--- config.mk ---
export PLATFORM = sky130hd
export DESIGN_NAME = cc_timer16
export DESIGN_NICKNAME = d
export VERILOG_FILES = /design/src/rtl/cc_timer16_pkg.sv /design/src/rtl/tmr_sync_edge.sv /design/src/rtl/tmr_prescale.sv /design/src/rtl/tmr_core.sv /design/src/rtl/cc_timer16.sv
export SDC_FILE = /design/constraint.sdc
export NUM_CORES = 1
export LEC_CHECK = 0
export CORE_MARGIN = 2
export CORE_UTILIZATION = 58
export CTS_CLUSTER_DIAMETER = 30
export DETAILED_ROUTE_END_ITERATION = 12
export PLACE_DENSITY = 0.91
export SETUP_SLACK_MARGIN = 0.4
export SYNTH_ARGS = -nofsm -noshare
export SYNTH_HDL_FRONTEND = slang
export SYNTH_SLANG_ARGS = --single-unit
--- constraint.sdc ---
create_clock -name clk -period 2.7 [get_ports clk]
set_input_delay 0.27 -clock clk [delete_from_list [all_inputs] [get_ports clk]]
set_output_delay 0.27 -clock clk [all_outputs]
set_load 0.01 [all_outputs]
--- src/rtl/cc_timer16_pkg.sv ---
// Shared types and register addresses of the capture-compare timer.
// Assumes a byte-wide control register whose bit order software relies on.
package cc_timer16_pkg;

    typedef enum logic [1:0] {
        CLK_DIV4 = 2'b00,
        CLK_DIV2 = 2'b01,
        CLK_DIV8 = 2'b10,
        CLK_EXT  = 2'b11
    } clk_sel_e;

    typedef struct packed {
        logic     pin1_en;
        logic     pin2_en;
        logic     one_shot;
        logic     pwm_en;
        clk_sel_e clk_sel;
        logic     cap2_rise;
        logic     ext_rise;
    } ctrl_t;

    typedef struct packed {
        logic cap1_rise;
        logic lvl_b;
        logic lvl_a;
    } level_t;

    localparam logic [2:0] ADDR_CTRL  = 3'd0;
    localparam logic [2:0] ADDR_CMP1  = 3'd1;
    localparam logic [2:0] ADDR_CMP2  = 3'd2;
    localparam logic [2:0] ADDR_LEVEL = 3'd3;
    localparam logic [2:0] ADDR_COUNT = 3'd4;
    localparam logic [2:0] ADDR_CAP1  = 3'd5;
    localparam logic [2:0] ADDR_CAP2  = 3'd6;

endpackage

--- src/rtl/tmr_sync_edge.sv ---
// Brings an asynchronous input into the clk domain through STAGES flops
// and flags its rising and falling edges for one cycle each.
// Assumes the input holds each level for more than two clk cycles.
module tmr_sync_edge #(
    parameter int STAGES = 2
) (
    input  logic clk,
    input  logic rst_n,
    input  logic din,
    output logic rise,
    output logic fall
);
    logic [STAGES:0] shreg;

    // Shift the input through the synchronizer and one history flop.
    always_ff @(posedge clk) begin
        if (!rst_n) shreg <= '0;
        else        shreg <= {shreg[STAGES-1:0], din};
    end

    assign rise =  shreg[STAGES-1] & ~shreg[STAGES];
    assign fall = ~shreg[STAGES-1] &  shreg[STAGES];
endmodule

--- src/rtl/tmr_prescale.sv ---
// Produces a one-cycle count tick from the selected source: clk divided
// by 2, 4 or 8, or a synchronized external edge. When HAS_EXT is 0 the
// external choice yields no tick, so the counter stops.
module tmr_prescale
    import cc_timer16_pkg::*;
#(
    parameter bit HAS_EXT = 1'b1
) (
    input  logic     clk,
    input  logic     rst_n,
    input  clk_sel_e sel,
    input  logic     ext_rise_sel,
    input  logic     ext_rise,
    input  logic     ext_fall,
    output logic     tick
);
    logic [2:0] div_cnt;
    logic       ext_tick;

    // Free-running divider shared by all internal rates.
    always_ff @(posedge clk) begin
        if (!rst_n) div_cnt <= '0;
        else        div_cnt <= div_cnt + 3'd1;
    end

    generate
        if (HAS_EXT) begin : g_ext
            assign ext_tick = ext_rise_sel ? ext_rise : ext_fall;
        end else begin : g_noext
            assign ext_tick = 1'b0;
        end
    endgenerate

    // Pick the tick source named by the clock select field.
    always_comb begin
        unique case (sel)
            CLK_DIV2: tick = div_cnt[0];
            CLK_DIV4: tick = &div_cnt[1:0];
            CLK_DIV8: tick = &div_cnt;
            default:  tick = ext_tick;
        endcase
    end


    div2_spacing_chk: assert property (@(posedge clk) disable iff (!rst_n)
        (sel == CLK_DIV2 && tick) |=> (sel != CLK_DIV2 || !tick));

    div4_spacing_chk: assert property (@(posedge clk) disable iff (!rst_n)
        (sel == CLK_DIV4 && tick) |=> (sel != CLK_DIV4 || !tick));
endmodule

--- src/rtl/tmr_core.sv ---
// Counter, compare matching, waveform levels and capture registers.
// Assumes tick, trig1 and trig2 are single-cycle pulses in the clk domain.
// Pulse-width mode takes precedence over one-pulse mode.
module tmr_core #(
    parameter int          W          = 16,
    parameter logic [W-1:0] RELOAD_VAL = '0
) (
    input  logic         clk,
    input  logic         rst_n,
    input  logic         tick,
    input  logic         pwm_en,
    input  logic         one_shot,
    input  logic         lvl_a,
    input  logic         lvl_b,
    input  logic [W-1:0] cmp1,
    input  logic [W-1:0] cmp2,
    input  logic         trig1,
    input  logic         trig2,
    output logic [W-1:0] cnt,
    output logic [W-1:0] cap1_val,
    output logic [W-1:0] cap2_val,
    output logic         out1,
    output logic         out2
);
    logic osm, osm_start, hit1, hit2, period_hit;

    assign osm        = one_shot & ~pwm_en;
    assign osm_start  = osm & trig1;
    assign hit1       = tick && (cnt == cmp1);
    assign hit2       = tick && (cnt == cmp2);
    assign period_hit = tick && (cnt >= cmp2);

    // Advance the count, reloading at the period or a one-pulse start.
    always_ff @(posedge clk) begin
        if (!rst_n)                     cnt <= '0;
        else if (pwm_en && period_hit)  cnt <= RELOAD_VAL;
        else if (osm_start)             cnt <= RELOAD_VAL;
        else if (tick)                  cnt <= cnt + 1'b1;
    end

    // Drive the first output level according to the active mode.
    always_ff @(posedge clk) begin
        if (!rst_n)                      out1 <= 1'b0;
        else if (pwm_en) begin
            if (period_hit)              out1 <= lvl_a;
            else if (hit1)               out1 <= lvl_b;
        end else if (osm) begin
            if (trig1)                   out1 <= lvl_a;
            else if (hit1)               out1 <= lvl_b;
        end else if (hit1)               out1 <= lvl_a;
    end

    // Second compare keeps its own level in every mode.
    always_ff @(posedge clk) begin
        if (!rst_n)    out2 <= 1'b0;
        else if (hit2) out2 <= lvl_b;
    end

    // Latch the count on each capture trigger.
    always_ff @(posedge clk) begin
        if (!rst_n) begin
            cap1_val <= '0;
            cap2_val <= '0;
        end else begin
            if (trig1) cap1_val <= cnt;
            if (trig2) cap2_val <= cnt;
        end
    end


    count_step_chk: assert property (@(posedge clk) disable iff (!rst_n)
        (tick && !pwm_en && !osm_start) |=> (cnt == W'($past(cnt) + 1'b1)));

    count_hold_chk: assert property (@(posedge clk) disable iff (!rst_n)
        (!tick && !osm_start) |=> $stable(cnt));

    pwm_reload_chk: assert property (@(posedge clk) disable iff (!rst_n)
        (pwm_en && tick && cnt >= cmp2) |=> (cnt == RELOAD_VAL && out1 == $past(lvl_a)));

    one_pulse_start_chk: assert property (@(posedge clk) disable iff (!rst_n)
        osm_start |=> (cnt == RELOAD_VAL && out1 == $past(lvl_a)));

    capture2_chk: assert property (@(posedge clk) disable iff (!rst_n)
        trig2 |=> (cap2_val == $past(cnt)));
endmodule

--- src/rtl/cc_timer16.sv ---
// Top of the capture-compare timer: registers, read mux, input
// synchronizers, prescaler and core. Assumes W >= 8. HAS_EXT_CLK and
// HAS_CMP2_PIN remove the external clock and the second pin enable.
module cc_timer16
    import cc_timer16_pkg::*;
#(
    parameter int           W            = 16,
    parameter bit           HAS_EXT_CLK  = 1'b1,
    parameter bit           HAS_CMP2_PIN = 1'b1,
    parameter logic [W-1:0] RELOAD_VAL   = '0,
    parameter int           SYNC_STAGES  = 2
) (
    input  logic         clk,
    input  logic         rst_n,
    input  logic         wr_en,
    input  logic [2:0]   wr_addr,
    input  logic [W-1:0] wr_data,
    input  logic [2:0]   rd_addr,
    output logic [W-1:0] rd_data,
    input  logic         ext_clk,
    input  logic         cap1_in,
    input  logic         cap2_in,
    output logic         cmp1_pin,
    output logic         cmp1_oe,
    output logic         cmp2_pin,
    output logic         cmp2_oe
);
    localparam int N_IN = 3;

    ctrl_t          ctrl, ctrl_nxt;
    level_t         lvl;
    logic [W-1:0]   cmp1_r, cmp2_r, cnt, cap1_val, cap2_val;
    logic [N_IN-1:0] raw_in, in_rise, in_fall;
    logic           tick, trig1, trig2;

    // Mask the second pin enable when that pin does not exist.
    always_comb begin
        ctrl_nxt         = ctrl_t'(wr_data[7:0]);
        ctrl_nxt.pin2_en = ctrl_nxt.pin2_en & HAS_CMP2_PIN;
    end

    // Software-written configuration registers.
    always_ff @(posedge clk) begin
        if (!rst_n) begin
            ctrl   <= '0;
            lvl    <= '0;
            cmp1_r <= '0;
            cmp2_r <= '0;
        end else if (wr_en) begin
            case (wr_addr)
                ADDR_CTRL:  ctrl   <= ctrl_nxt;
                ADDR_CMP1:  cmp1_r <= wr_data;
                ADDR_CMP2:  cmp2_r <= wr_data;
                ADDR_LEVEL: lvl    <= level_t'(wr_data[2:0]);
                default:    ;
            endcase
        end
    end

    assign raw_in = {cap2_in, cap1_in, ext_clk};

    generate
        for (genvar i = 0; i < N_IN; i++) begin : g_sync
            tmr_sync_edge #(.STAGES(SYNC_STAGES)) u_sync (
                .clk(clk), .rst_n(rst_n), .din(raw_in[i]),
                .rise(in_rise[i]), .fall(in_fall[i])
            );
        end
    endgenerate

    assign trig1 = lvl.cap1_rise  ? in_rise[1] : in_fall[1];
    assign trig2 = ctrl.cap2_rise ? in_rise[2] : in_fall[2];

    tmr_prescale #(.HAS_EXT(HAS_EXT_CLK)) u_presc (
        .clk(clk), .rst_n(rst_n), .sel(ctrl.clk_sel),
        .ext_rise_sel(ctrl.ext_rise), .ext_rise(in_rise[0]),
        .ext_fall(in_fall[0]), .tick(tick)
    );

    tmr_core #(.W(W), .RELOAD_VAL(RELOAD_VAL)) u_core (
        .clk(clk), .rst_n(rst_n), .tick(tick),
        .pwm_en(ctrl.pwm_en), .one_shot(ctrl.one_shot),
        .lvl_a(lvl.lvl_a), .lvl_b(lvl.lvl_b),
        .cmp1(cmp1_r), .cmp2(cmp2_r), .trig1(trig1), .trig2(trig2),
        .cnt(cnt), .cap1_val(cap1_val), .cap2_val(cap2_val),
        .out1(cmp1_pin), .out2(cmp2_pin)
    );

    assign cmp1_oe = ctrl.pin1_en;
    assign cmp2_oe = ctrl.pin2_en;

    // Combinational register read.
    always_comb begin
        case (rd_addr)
            ADDR_CTRL:  rd_data = {{(W-8){1'b0}}, ctrl};
            ADDR_CMP1:  rd_data = cmp1_r;
            ADDR_CMP2:  rd_data = cmp2_r;
            ADDR_LEVEL: rd_data = {{(W-3){1'b0}}, lvl};
            ADDR_COUNT: rd_data = cnt;
            ADDR_CAP1:  rd_data = cap1_val;
            ADDR_CAP2:  rd_data = cap2_val;
            default:    rd_data = '0;
        endcase
    end


    pin1_enable_chk: assert property (@(posedge clk) disable iff (!rst_n)
        (wr_en && wr_addr == ADDR_CTRL) |=> (cmp1_oe == $past(wr_data[7])));

    pin2_enable_chk: assert property (@(posedge clk) disable iff (!rst_n)
        (wr_en && wr_addr == ADDR_CTRL && !wr_data[6]) |=> !cmp2_oe);
endmodule

# Yosys cells after proc, flatten, opt, wreduce, memory -nomap -nowiden
# Index checks and enable logic that the tools add are counted.
[totals] latch_bits=0 mem_bits_ro=0 ram_bits=0 out_inout_bits=20 register_bits=105 memories=0
[classes] reduce_logical=15 n_mul=0 muxes=11 bitwise=16 eq_ne=13 add_sub_neg=2 shifts=0 div=0 magnitude_cmp=1
[op_table] op="$pmux W16 S7" count=1
[op_table] op="$eq A16 B16 Y1" count=2
[op_table] op="$add A16 B1 Y16 const B" count=1
[op_table] op="$ge A16 B16 Y1" count=1
[op_table] op="$eq A3 B2 Y1 const B" count=4
[op_table] op="$reduce_and A2 Y1" count=5
[op_table] op="$eq A3 B3 Y1 const B" count=3
[op_table] op="$mux W1" count=9
[op_table] op="$and A1 B1 Y1" count=8
[op_table] op="$not A1 Y1" count=8
[op_table] op="$eq A3 B1 Y1 const B" count=2
[op_table] op="$logic_not A3 Y1" count=2
[op_table] op="$logic_and A1 B1 Y1" count=4
[op_table] op="$add A3 B1 Y3 const B" count=1
[op_table] op="$pmux W1 S3" count=1
[op_table] op="$reduce_and A3 Y1" count=1
[op_table] op="$reduce_bool A3 Y1" count=1
[op_table] op="$reduce_or A3 Y1" count=1
[op_table] op="$eq A2 B1 Y1 const B" count=1
[op_table] op="$eq A2 B2 Y1 const B" count=1
[op_table] op="$logic_not A2 Y1" count=1

# Longest topological paths before layout
# Gate-level depths: netlist (run 1).
[depth] depth_word=9 depth_mapped=11

# Modules after synthesis
# From an unflattened synthesis (run 1), not the netlist that was laid out.
[hier_totals] cells_unflattened=611 area_unflattened_um2=5552.8
[modules_own_cells] module="tmr_core" n_inst=1 seq_area_each_um2=1001.0 cells_each=288 area_each_um2=2678.8
[modules_own_cells] module="cc_timer16" n_inst=1 seq_area_each_um2=860.8 cells_each=289 area_each_um2=2462.4
[modules_own_cells] module="tmr_sync_edge" n_inst=3 seq_area_each_um2=60.1 cells_each=8 area_each_um2=91.3
[modules_own_cells] module="tmr_prescale" n_inst=1 seq_area_each_um2=60.1 cells_each=10 area_each_um2=137.6

# Worst setup path after synthesis (run 1)
# OpenSTA, ideal clock, no wires.
[synth_path] path_type="register to register" from="register u_presc.div_cnt[0]" to="register u_core.out1" stages_incl_launch_ff=8 path_slack_ns=0.736 setup_time_ns=0.135 t_arrival_ns=1.829 required_time_ns=2.565 path_cell_list="dfxtp_1 -> ha_1 -> ha_1 -> mux4_2 -> and4_4 -> or3_4 -> nand4_1 -> o221ai_1"
[synth_via] elab_chain_cells=7
[synth_lines] item="start, declared" line_no="tmr_prescale.sv:17" text="logic [2:0] div_cnt;"
[synth_lines] item="start signal, assigned" line_no="tmr_prescale.sv:23" text="else div_cnt <= div_cnt + 3'd1;"
[synth_lines] item="$reduce_and A3 Y1 / $reduce_and A2 Y1 (equally long branches)" line_no="tmr_prescale.sv:39, tmr_prescale.sv:38"
[synth_lines] item="$pmux W1 S3 *" line_no="tmr_prescale.sv:36" text="unique case (sel)"
[synth_lines] item="$logic_and A1 B1 Y1" line_no="tmr_core.sv:29" text="assign hit1 = tick && (cnt == cmp1);"
[synth_lines] item="$mux W1 (3 in a row)"
[synth_lines] item="$mux W1" line_no="tmr_core.sv:44" text="else if (pwm_en) begin"
[synth_lines] item="end signal, assigned" line_no="tmr_core.sv:45" text="if (period_hit) out1 <= lvl_a;"
[synth_lines] item="end signal, assigned" line_no="tmr_core.sv:46" text="else if (hit1) out1 <= lvl_b;"
[synth_lines] item="end signal, assigned" line_no="tmr_core.sv:48" text="if (trig1) out1 <= lvl_a;"
[synth_lines] item="end, declared" line_no="tmr_core.sv:22" text="output logic out1,"
# Every way passes the cells marked *; elsewhere a longest branch is shown, timed or not.
# A chain may end at the register's enable or synchronous reset.

# Worst setup path after layout (run 1)
[layout_path] from="register u_core.cnt[6]" to="output port rd_data[6]"
[layout_via] elab_chain_cells=1
[layout_lines] item="start, declared" line_no="tmr_core.sv:19" text="output logic [W-1:0] cnt,"
[layout_lines] item="start signal, assigned" line_no="tmr_core.sv:38" text="else if (tick) cnt <= cnt + 1'b1;"
[layout_lines] item="$pmux W16 S7" line_no="cc_timer16.sv:94" text="case (rd_addr)"
[layout_lines] item="end, declared" line_no="cc_timer16.sv:19" text="output logic [W-1:0] rd_data,"
# No other way between the ends.

==> summary.md, run 1 <==
| Metric | Value |
|---|---|
| Sum of routed wire length over all layers | 14200 um |
| Hold Path Sink | u_presc.div_cnt[0] |
| Worst slew margin relative to its limit | 59.7% |
| End of the worst register-to-register path | u_core.out1 |
| Result of the run | finished, final reports clean |
| Number of inserted filler cells in the final layout | ~630 |
| Count of max-cap constraint violations | 0 |
| Portion of the clock cycle consumed by the worst path in the final layout | a little under nine tenths |
| Post-synth design cell area | 5200 sq um |
| Worst hold slack | 0.450 ns |
| Critical Setup Path Class | reg2out |
| HPWL after detailed placement | between 10000 and 15000 um |
| RR Startpoint | u_presc.div_cnt[0] |
| Antenna cells | 0 |
| Clock-pin slew reported for the worst setup and hold paths after clock tree synthesis | around 0.11 ns |
| Share of layout cells above drive strength 1 | around 11% |
| Sequential cell area fraction in the yosys report | 40.4% |
| Overflow after GRT | 0 |
| Critical path data required time | about 2.4 ns |
| Vias in the first global route | 4658 |
| Clock skew | about 0.016 ns |
| Starting density of the core | 59.7% |
| Largest stage delay on the critical path | about 0.60 ns |
| H-tree depth | 3 |
| Number of synthesized flops with an enable pin | 0 |
| Number of buffers inserted for hold repair after clock tree synthesis | 0 |
| Crit path launch | u_core.cnt[6] |
| Gr usage total | between 20 and 30% |
| Clock tree from TritonCTS | yes |
| Die width | just under 100 um |
| Tightest Pin Transition | 0.605 ns |
| Master cell of the clock root buffer | clkbuf_8 |
| Synthesized area divided by synthesized cell count | between 8 and 9 sq um |
| Highest signal layer in the routed design | met4 |
| Clk sinks | between 100 and 150 |
| Worst hold path depth | 1 |
| Placeable core region | 8720 sq um |
| Beginning of the worst hold path | u_presc.div_cnt[0] |
| Pwr dens | roughly 460 nW/um^2 |
| Clock buffer count from CTS | 9 |
| Wire length of the first global-routing pass | about 23000 um |
| Number of unique standard cell types used by synthesis | 53 |
| Crit-path slowest cell | clkdlybuf4s50_1 |
| Fmax | 0.436 GHz |
| Number of nets still failing antenna checks after routing | 0 |
| DRC | 0 |
| Number of antenna violations at the first check in global routing | 0 |
| Maximum vdd drop | between 300 and 400 uV |
| Post-detailed-route wirelength per cell | 18.1 um |
| Total routed wire length on the met1 layer | 5750 um |
| Setup repair after global routing missed its margin | true |
| Proportion of synthesized flip-flops having asynchronous set or reset | 0% |
| Yosys reg bits | 105 |
| Final-stage net count | 720 |
| Ys flop type | dfxtp_1 |
| Startpoint Class | flip-flop |
| Worst Setup End Kind | output port |
| Vertical extent of the die | between 90 and 100 um |
| Number of instances in the synthesized netlist | roughly 630 |
| Std-Cell Rows | 34 |
| Routed wl met3 | 1150 um |
| Number of vias in the routed layout | roughly 4.8k |
| Routed met2 length | 6850 um |
| Area of the die | between 9000 and 10000 sq um |
| Final hold violation count | 0 |
| Fraction of the core area covered by cells at the end of the flow | 69.9% |
| Critical path cell sequence | buf_4 > nand2_1 > nor2_1 > a31oi_1 > o21ai_0 > clkdlybuf4s50_1 |
| Worst-Skew Late Latency | between 0.3 and 0.4 ns |
| Maximum number of pins on one net before global-route repair | 56 |
| Total I/O pin count | between 40 and 50 |
| Total power | between 2 and 3 mW |
| Final Max Slew Viols | 0 |
| Arrival time at the worst endpoint | slightly above 2 ns |
| Clock Path Buffers | 2 |
| Starting DRT DRC Count | roughly 400 |
| Path type of the worst min-delay path | reg2reg |
| Leakage power | approximately 2.4 nW |
| Pre-antenna DRT Iters | 5 |
| Vias per Instance | between 6 and 7 |
| Final critical delay including setup and external delays | approximately 2.3 ns |
| Reg2Reg Setup Slack | between 0.4 and 0.5 ns |
| Synthesized netlist net count | around 680 |
| Final setup violation count | 0 |
| Number of cells on the worst reg-to-reg path | 7 |
| Post-synthesis to final-layout area growth | 17.2% |
| Critical path peak fanout | 9 |
| Final GP Congestion | ~1 |
| Synthesis warning total | 0 |
| Accumulated negative setup slack | 0 ns |
| # port buffers | 47 |
-- state kept, by name, indices dropped and copies added (netlist names) --
name                 count
cmp1_oe                  1
cmp2_r                  16
u_core.cap1_val         16
u_core.out2              1
u_core.cap2_val         16
u_core.cnt              16
g_sync.u_sync.shreg      9
lvl                      3
cmp2_oe                  1
u_core.out1              1
cmp1_r                  16
ctrl                     6
u_presc.div_cnt          3
-- stage by stage --
stage | area [sq um] | instances | setup slack (ns)
final | 6100 | 785 | 0.404
after global routing | 6100 | 785 | 0.369
after CTS | 6060 | 785 | 0.422
after detailed placement | 5840 | 768 | 0.0934
after global placement | 5840 | 768 | 0.158
after floorplan | 5200 | 631 | 0.736
-- Yosys cell counts, drive strengths merged (2+ instances only) --
library cell / n / area share (%)
xor2: 16 / 2.7
nand3b: 3 / 0.43
nor2b: 6 / 0.72
dfxtp: 105 / 40
nor2: 54 / 3.9
ha: 19 / 4.6
mux4: 6 / 2.6
nor4: 3 / 0.36
and2: 12 / 1.4
nand2b: 4 / 0.48
nand2: 130 / 9.4
buf: 13 / 1.3
o21ai: 6 / 0.65
o221ai: 2 / 0.34
nand3: 8 / 0.87
nand4: 11 / 1.3
nor3: 6 / 0.67
mux2i: 38 / 7.3
a22oi: 3 / 0.43
mux2: 3 / 0.65
o22ai: 6 / 0.72
a21oi: 81 / 7.9
inv: 22 / 1.6
or3: 2 / 0.34
a221oi: 5 / 0.84
a21o: 2 / 0.29
xnor2: 15 / 2.5
and4: 3 / 0.55
clkbuf: 30 / 2.2
a211oi: 3 / 0.43
nor3b: 2 / 0.29
-- layer usage --
metal	global-route usage, %	vias up
li1	-	2219
met1	38.2	2271
met2	48.5	286
met3	5.11	55
met4	13.3	0
met5	0	-
-- area by class of cell --
cell class	count	area (sq um)	area share, %
clock inverters	6	62.6	1.03
clock buffers	9	124	2.03
repair buffers	74	713	11.7
well taps	108	135	2.22
multi-input cells	460	2870	47.0
inverters	23	86.3	1.42
flip-flops and latches	105	2110	34.6
-- repair_timing --
item	in CTS	in global routing
pin swaps	0	3
setup endpoints to repair	27	27
setup buffers	2	0
endpoints found under the hold margin	0	0
gates resized for setup	8	14
-- worst max-delay path: cells and delay by family, from the launching register on --
family / cells / cell delay (ns)
flip-flops: 1 / 0.39
buffers and inverters: 2 / 0.79
AND/OR/NAND/NOR: 2 / 0.14
AO/OA/AOI/OAI: 2 / 0.34
-- layout by cell type (no fill, tap or decap), types with 2 or more instances in the layout --
cell type / n
mux2i_1: 38
inv_1: 21
nor3_2: 2
dlymetal6s2s_1: 2
a21oi_1: 80
a211oi_1: 2
nand4_1: 11
nor2b_1: 6
buf_12: 2
and4_1: 2
ha_1: 18
xor2_1: 16
nor2_1: 53
nor4_1: 2
clkinv_4: 2
and2_1: 12
mux2_2: 3
clkdlybuf4s50_1: 42
mux4_2: 6
o22ai_1: 6
inv_6: 2
nand3b_1: 3
buf_4: 23
a21o_1: 2
dlygate4sd2_1: 2
dfxtp_2: 6
nor3_1: 4
xnor2_1: 15
clkbuf_8: 9
a221oi_1: 5
nor3b_1: 2
nand2_1: 130
nand2b_1: 4
a22oi_1: 3
dfxtp_1: 99
o21ai_0: 5
nand3_1: 7
-- where the power goes --
group,switching [mW],internal (mW)
combinational,0.154,0.132
sequential,0.0256,1.57
clock,0.584,0.355
-- how the worst max path moves through the flow --
stage                     slack [ns]  cells past startpoint          end
after floorplan                 0.74                      7  u_core.out1
after global placement          0.16                      7   rd_data[6]
after detailed placement        0.09                      7   rd_data[4]
after CTS                       0.42                      5  rd_data[14]
after global routing            0.37                      7   rd_data[6]
final                           0.40                      6   rd_data[6]
-- cell families (layout without fill, tap and decap cells) --
kind of cell / count (synthesis) / count (layout) / synth area share, %
and+or+nand+nor: 248 / 248 / 21.5
muxes: 47 / 47 / 10.6
AOI/OAI and AO/OA: 115 / 115 / 12.7
xor gates and xnor gates: 31 / 31 / 5.22
adders and majority gates: 19 / 19 / 4.57
buffers and inverters: 66 / 112 / 5.12
DFF: 105 / 105 / 40.4
Power figures use the tool's default switching activity.
==> run 2, diff against run 1 <==
--- a/config.mk
+++ b/config.mk
@@ -10,6 +10,7 @@
 export CTS_CLUSTER_DIAMETER = 30
 export DETAILED_ROUTE_END_ITERATION = 12
 export PLACE_DENSITY = 0.91
+export REMOVE_ABC_BUFFERS = 1
 export SETUP_SLACK_MARGIN = 0.4
 export SYNTH_ARGS = -nofsm -noshare
 export SYNTH_HDL_FRONTEND = slang
==> summary.md, run 2 (same netlist as run 1, synthesis figures left out) <==
| Metric | Value |
|---|---|
| Result of the run | finished, final reports clean (unchanged) |
| Vias per Instance | 6.13 (was 6.15) |
| Final setup violation count | 0 (unchanged) |
| Pre-antenna DRT Iters | 5 (unchanged) |
| Maximum number of pins on one net before global-route repair | 45 (was 56) |
| Commonest non-fill, non-tap cell in the layout | nand2_1 (unchanged) |
| Vertical extent of the die | 98.7 um (unchanged) |
| Share of layout cells above drive strength 1 | 9.79% (was 10.8%) |
| Sequential share of power | 53.7% (was 56.6%) |
| Total internal power | 2.24 mW (was 2.06 mW) |
| Master cell of the clock root buffer | clkbuf_8 (unchanged) |
| Final Max Slew Viols | 0 (unchanged) |
| Critical Setup Path Class | in2out (was reg2out) |
| Vias in the first global route | 4802 (was 4658) |
| Die width | 98.7 um (unchanged) |
| Number of vias in the routed layout | 4794 (was 4831) |
| Number of cells on the worst reg-to-reg path | 7 (unchanged) |
| Number of nets still failing antenna checks after routing | 0 (unchanged) |
| Accumulated negative setup slack | 0 ns (unchanged) |
| Final instance area | 6170 sq um (was 6100 sq um) |
| Starting density of the core | 59.7% (unchanged) |
| Area of the die | 9750 sq um (unchanged) |
| Path type of the worst min-delay path | reg2reg (unchanged) |
| Portion of the clock cycle consumed by the worst path in the final layout | 84.2% (was 85.0%) |
| Clock-pin slew reported for the worst setup and hold paths after clock tree synthesis | 0.09 ns (was 0.11 ns) |
| Crit path launch | rd_addr[0] (was u_core.cnt[6]) |
| Worst slew margin relative to its limit | 31.3% (was 59.7%) |
| Reg2Reg Setup Slack | 0.50 ns (was 0.45 ns) |
| Area taken by flip-flops and latches | 2110 sq um (about the same) |
| Leakage power | 2.51 nW (was 2.40 nW) |
| Switching part of the total power | 24.5% (was 27.1%) |
| Final GP Congestion | 0.914 (was 1.02) |
| # port buffers | 47 (unchanged) |
| Critical path peak fanout | 14 (was 9) |
| End of the worst register-to-register path | u_core.out1 (unchanged) |
| Startpoint Class | input port (was flip-flop) |
| Commonest cells after routing, fill and taps aside | nand2_1 (130), dfxtp_1 (101), a21oi_1 (79) (was nand2_1 (130), dfxtp_1 (99), a21oi_1 (80)) |
| Final worst slack | 0.426 ns (was 0.404 ns) |
| Setup repair after global routing missed its margin | false (was true) |
| Std-Cell Rows | 34 (unchanged) |
| Setup Slack @ Placement | 0.233 ns (was 0.0934 ns) |
| Gr usage total | 29.8% (was 29.5%) |
| Sum of routed wire length over all layers | 14300 um (was 14200 um) |
| RR Startpoint | u_presc.div_cnt[0] (unchanged) |
| Maximum vdd drop | 276 uV (was 328 uV) |
| Final hold violation count | 0 (unchanged) |
| Clock tree from TritonCTS | yes (unchanged) |
| Wire length of the first global-routing pass | 23200 um (was 22900 um) |
| Number of inserted filler cells in the final layout | 621 (was 632) |
| Clk sinks | 105 (unchanged) |
| Tightest Pin Transition | 1.03 ns (was 0.605 ns) |
| Pwr dens | 481 nW/um^2 (was 463 nW/um^2) |
| Cell Count Post-Placement | 758 (was 768) |
| Post-synthesis to final-layout area growth | 18.5% (was 17.2%) |
| Fmax | 0.440 GHz (was 0.436 GHz) |
| Area post-placement | 5790 sq um (was 5840 sq um) |
| Post-detailed-route wirelength per cell | 18.3 um (was 18.1 um) |
| Overflow after GRT | 0 (unchanged) |
| DRC | 0 (unchanged) |
| Placeable core region | 8720 sq um (unchanged) |
| Clock Path Buffers | 2 (unchanged) |
| Clock buffer count from CTS | 9 (unchanged) |
| Final cell count without fillers | 782 (was 785) |
| Worst-Skew Late Latency | 0.38 ns (was 0.37 ns) |
| Number of antenna violations at the first check in global routing | 0 (unchanged) |
| Antenna cells | 0 (unchanged) |
| Arrival time at the worst endpoint | 2.00 ns (was 2.03 ns) |
| HPWL after detailed placement | 9000 um (was 10300 um) |
| Total power | 2.97 mW (was 2.82 mW) |
| Starting DRT DRC Count | 551 (was 398) |
| Part of the total power dissipated in combinational logic | 10.6% (was 10.1%) |
| Final-stage net count | 716 (was 720) |
| Reported net switching power | 0.726 mW (was 0.764 mW) |
| Clock skew | 0.00984 ns (was 0.0155 ns) |
| Number of buffers inserted for hold repair after clock tree synthesis | 0 (unchanged) |
| Fraction of the core area covered by cells at the end of the flow | 70.7% (was 69.9%) |
| Part of the total power dissipated in the clock network | 35.7% (was 33.3%) |
| Worst setup path endpoint | rd_data[0] (was rd_data[6]) |
| Area occupied by multi-input gates | 2870 sq um (about the same) |
| H-tree depth | 3 (unchanged) |
| Count of max-cap constraint violations | 0 (unchanged) |
| Worst Setup End Kind | output port (unchanged) |
| Worst hold slack | 0.444 ns (was 0.450 ns) |
| Critical path data required time | 2.43 ns (about the same) |
| Final critical delay including setup and external delays | 2.27 ns (was 2.30 ns) |
| Total I/O pin count | 48 (unchanged) |
==> run 2: what timing repair did <==
item / CTS / global route
gates cloned: 2 / 0
pin swaps: 0 / 1
setup endpoints to repair: 16 / 25
resized for setup: 10 / 17
buffers inserted: 3 / 3
==> run 2: area by class of cell <==
cell class                      instances  share of cell area [%]
Multi-Input combinational cell        460                    46.5
Sequential cell                       105                    34.2
Inverter                               23                    1.40
Clock inverter                          5                    1.30
Clock buffer                           11                    2.13
Timing Repair Buffer                   70                    12.3
Tap cell                              108                    2.19
==> run 2: how the worst min path moves through the flow <==
stage,startpoint,end,cells after the start
3_3_place_gp,g_sync[1].u_sync.shreg[0],g_sync[1].u_sync.shreg[1],1
5_1_grt,g_sync[0].u_sync.shreg[0],g_sync[0].u_sync.shreg[1],1
3_5_place_dp,g_sync[1].u_sync.shreg[0],g_sync[1].u_sync.shreg[1],1
2_1_floorplan,rst_n,g_sync[0].u_sync.shreg[0],1
4_1_cts,g_sync[1].u_sync.shreg[0],g_sync[1].u_sync.shreg[1],1
6_report,g_sync[1].u_sync.shreg[0],g_sync[1].u_sync.shreg[1],1
==> run 2: worst max-delay path, stage by stage <==
cell	delay, ns
dlygate4sd2_1	0.33
buf_12	0.21
mux4_2	0.51
o21a_1	0.19
clkdlybuf4s50_1	0.48
==> run 2: power groups by stage <==
stage | clock network (mW) | logic (mW) | registers (mW)
global placement | 0 | 0.270 | 1.63
detailed placement | 0 | 0.281 | 1.63
finish | 1.06 | 0.316 | 1.59
CTS | 1.05 | 0.301 | 1.59
global route | 1.12 | 0.334 | 1.60
floorplan | 0 | 0.128 | 1.62
==> run 2: metal layers <==
layer / up-vias / share of wire, % / track usage (%) / wire length (um)
li1: 2223 / - / - / -
met1: 2277 / 39 / 36.9 / 5540
met2: 252 / 49 / 49.8 / 6940
met3: 42 / 9.5 / 5.60 / 1350
met4: 0 / 3.1 / 15.1 / 443
met5: - / 0 / 0 / 0
==> run 3, diff against run 2 <==
--- a/config.mk
+++ b/config.mk
@@ -6,10 +6,10 @@
 export NUM_CORES = 1
 export LEC_CHECK = 0
 export CORE_MARGIN = 2
-export CORE_UTILIZATION = 58
+export CORE_UTILIZATION = 52
 export CTS_CLUSTER_DIAMETER = 30
 export DETAILED_ROUTE_END_ITERATION = 12
-export PLACE_DENSITY = 0.91
+export PLACE_DENSITY = 0.87
 export REMOVE_ABC_BUFFERS = 1
 export SETUP_SLACK_MARGIN = 0.4
 export SYNTH_ARGS = -nofsm -noshare
==> constraint.sdc (replaced) <==
create_clock -name clk -period 1.84 [get_ports clk]
set_input_delay 0.184 -clock clk [delete_from_list [all_inputs] [get_ports clk]]
set_output_delay 0.184 -clock clk [all_outputs]
set_load 0.01 [all_outputs]
==> summary.md, run 3 (same netlist as run 1, synthesis figures left out) <==
| Metric | Value |
|---|---|
| Result of the run | finished with violations (was finished, final reports clean) |
| Failing checks | setup timing |
| Arrival time at the worst endpoint | 2.63 ns (was 2.00 ns) |
| Starting DRT DRC Count | 943 (was 551) |
| Die width | 104 um (was 98.7 um) |
| Clock-pin slew reported for the worst setup and hold paths after clock tree synthesis | 0.12 ns (was 0.09 ns) |
| Overflow after GRT | 0 (unchanged) |
| Worst-Skew Late Latency | 0.41 ns (was 0.38 ns) |
| Commonest cells after routing, fill and taps aside | nand2_1 (127), a21oi_1 (73), dfxtp_1 (71) (was nand2_1 (130), dfxtp_1 (101), a21oi_1 (79)) |
| Wire length of the first global-routing pass | 30100 um (was 23200 um) |
| Switching part of the total power | 28.5% (was 24.5%) |
| Maximum vdd drop | 358 uV (was 276 uV) |
| Final Max Slew Viols | 0 (unchanged) |
| Clock skew | 0.0202 ns (was 0.00984 ns) |
| Number of inserted filler cells in the final layout | 592 (was 621) |
| Vertical extent of the die | 104 um (was 98.7 um) |
| Cell Count Post-Placement | 853 (was 758) |
| Clk sinks | 105 (unchanged) |
| Placeable core region | 9730 sq um (was 8720 sq um) |
| Setup repair after global routing missed its margin | true (was false) |
| Post-detailed-route wirelength per cell | 25.5 um (was 18.3 um) |
| Startpoint Class | flip-flop (was input port) |
| Clock buffer count from CTS | 9 (unchanged) |
| Antenna cells | 0 (unchanged) |
| Critical path cell sequence | inv_2 > ha_4 > nand4_1 > buf_4 > a21oi_2 > o311a_4 > nor2_2 > nand3_2 > buf_6 > nor2_4 (was dlygate4sd2_1 > buf_12 > mux4_2 > o21a_1 > clkdlybuf4s50_1) |
| Post-synthesis to final-layout area growth | 41.5% (was 18.5%) |
| Reported net switching power | 1.31 mW (was 0.726 mW) |
| Sum of routed wire length over all layers | 22900 um (was 14300 um) |
| # port buffers | 47 (unchanged) |
| Final worst slack | -0.494 ns (was 0.426 ns) |
| Area of the die | 10800 sq um (was 9750 sq um) |
| Setup Slack @ Placement | -0.384 ns (was 0.233 ns) |
| Share of layout cells above drive strength 1 | 35.3% (was 9.79%) |
| Number of antenna violations at the first check in global routing | 1 (was 0) |
| Final setup violation count | 20 (was 0) |
| Total power | 4.59 mW (was 2.97 mW) |
| Fmax | roughly 0.43 GHz |
| Worst Setup End Kind | flip-flop (was output port) |
| Total internal power | 3.28 mW (was 2.24 mW) |
| Master cell of the clock root buffer | clkbuf_8 (unchanged) |
| Clock tree from TritonCTS | yes (unchanged) |
| Final GP Congestion | 0.918 (was 0.914) |
| Number of vias in the routed layout | 6073 (was 4794) |
| Worst slew margin relative to its limit | 64.7% (was 31.3%) |
| Critical path peak fanout | 6 (was 14) |
| H-tree depth | 3 (unchanged) |
| Accumulated negative setup slack | -8.32 ns (was 0 ns) |
| Critical path data required time | 2.14 ns (was 2.43 ns) |
| Sequential share of power | 50.8% (was 53.7%) |
| Pwr dens | 623 nW/um^2 (was 481 nW/um^2) |
| Crit-path slowest cell | dfxtp_2 (was mux4_2) |
| Std-Cell Rows | 36 (was 34) |
| Count of max-cap constraint violations | 0 (unchanged) |
| HPWL after detailed placement | 10200 um (was 9000 um) |
| Part of the total power dissipated in combinational logic | 14.5% (was 10.6%) |
| Clock Path Buffers | 2 (unchanged) |
| Largest stage delay on the critical path | 0.37 ns (was 0.51 ns) |
| Commonest non-fill, non-tap cell in the layout | nand2_1 (unchanged) |
| Path type of the worst min-delay path | in2reg (was reg2reg) |
| Number of nets still failing antenna checks after routing | 0 (unchanged) |
| Maximum number of pins on one net before global-route repair | 78 (was 45) |
| Final hold violation count | 0 (unchanged) |
| Starting density of the core | 53.5% (was 59.7%) |
| Total I/O pin count | 48 (unchanged) |
| Tightest Pin Transition | 0.529 ns (was 1.03 ns) |
| Gr usage total | 35.6% (was 29.8%) |
| Area occupied by multi-input gates | 3260 sq um (was 2870 sq um) |
| Final cell count without fillers | 898 (was 782) |
| Portion of the clock cycle consumed by the worst path in the final layout | 127% |
| Vias in the first global route | 5714 (was 4802) |
| Critical Setup Path Class | reg2reg (was in2out) |
| Area taken by flip-flops and latches | 2170 sq um (was 2110 sq um) |
| DRC | 0 (unchanged) |
| Pre-antenna DRT Iters | 8 (was 5) |
| Number of buffers inserted for hold repair after clock tree synthesis | 0 (unchanged) |
| Vias per Instance | 6.76 (was 6.13) |
| Leakage power | 2.99 nW (was 2.51 nW) |
| Final critical delay including setup and external delays | between 2 and 2.5 ns |
| Final-stage net count | 807 (was 716) |
| Part of the total power dissipated in the clock network | 34.6% (was 35.7%) |
run 3: cell types whose count changed in the layout (fill, tap and decap cells not counted), sizes merged:
| cell | delta |
|---|---|
| bufbuf | -2 |
| inv | +1 |
| dlymetal6s2s | -7 |
| clkdlybuf4s15 | +1 |
| clkdlybuf4s50 | -9 |
| clkbuf | +1 |
| bufinv | -1 |
| dlygate4sd2 | -2 |
| buf | +109 |
run 3: area by class of cell:
| class | instances | share of cell area (%) |
|---|---|---|
| clock buffers | 11 | 1.92 |
| clock inverters | 5 | 0.849 |
| inverters | 23 | 1.24 |
| multi-input cells | 460 | 44.2 |
| flip-flops and latches | 105 | 29.5 |
| well taps | 133 | 2.26 |
| repair buffers | 161 | 20.1 |
run 3: power groups by stage:
stage / Combinational [mW] / Clock [mW] / Sequential, mW
detailed placement: 0.488 / 0 / 2.38
CTS: 0.552 / 1.50 / 2.34
floorplan: 0.188 / 0 / 2.38
global route: 0.683 / 1.65 / 2.33
finish: 0.667 / 1.59 / 2.33
global placement: 0.472 / 0 / 2.38
run 3: repair_timing:
| action | in CTS | in global routing |
|---|---|---|
| resized for setup | 184 | 70 |
| buffers inserted | 17 | 11 |
| endpoints found under the hold margin | 0 | 0 |
| setup endpoints to repair | 55 | 57 |
| pin swaps | 35 | 28 |
| gates cloned | 1 | 0 |
run 3: per-layer routing:
metal	routed length (um)	up-vias	GRT usage [%]
li1	-	2398	-
met1	7470	2727	41.1
met2	9790	651	56.8
met3	3120	297	9.90
met4	2510	0	25.8
met5	0	-	0
run 3: through the flow:
stage | instance area [sq um] | hold slack, ns | util, %
3_5_place_dp | 6350 | 0.424 | 65.3
5_1_grt | 7370 | 0.349 | 75.7
3_3_place_gp | 6350 | 0.420 | 65.3
6_report | 7370 | 0.340 | 75.7
2_1_floorplan | 5020 | 0.306 | -
4_1_cts | 7010 | 0.359 | 72.1
run 3: final timing paths:
check | slack (ns) | end | cells past startpoint | from
worst min register to register | 0.45 | g_sync[2].u_sync.shreg[1] | 1 | g_sync[2].u_sync.shreg[0]
worst max-delay path | -0.49 | u_core.cnt[11] | 10 | cmp2_r[15]
worst max register to register | -0.49 | u_core.cnt[11] | 10 | cmp2_r[15]
worst min-delay path | 0.34 | cmp2_r[14] | 3 | wr_data[14]
run 3: worst max-delay path, delay by kind of cell (launching register included):
kind | cells | cell delay, ns
compound gates | 2 | 0.49
simple gates | 4 | 0.60
flops | 1 | 0.37
fa+ha+maj | 1 | 0.27
buf+inv | 3 | 0.50
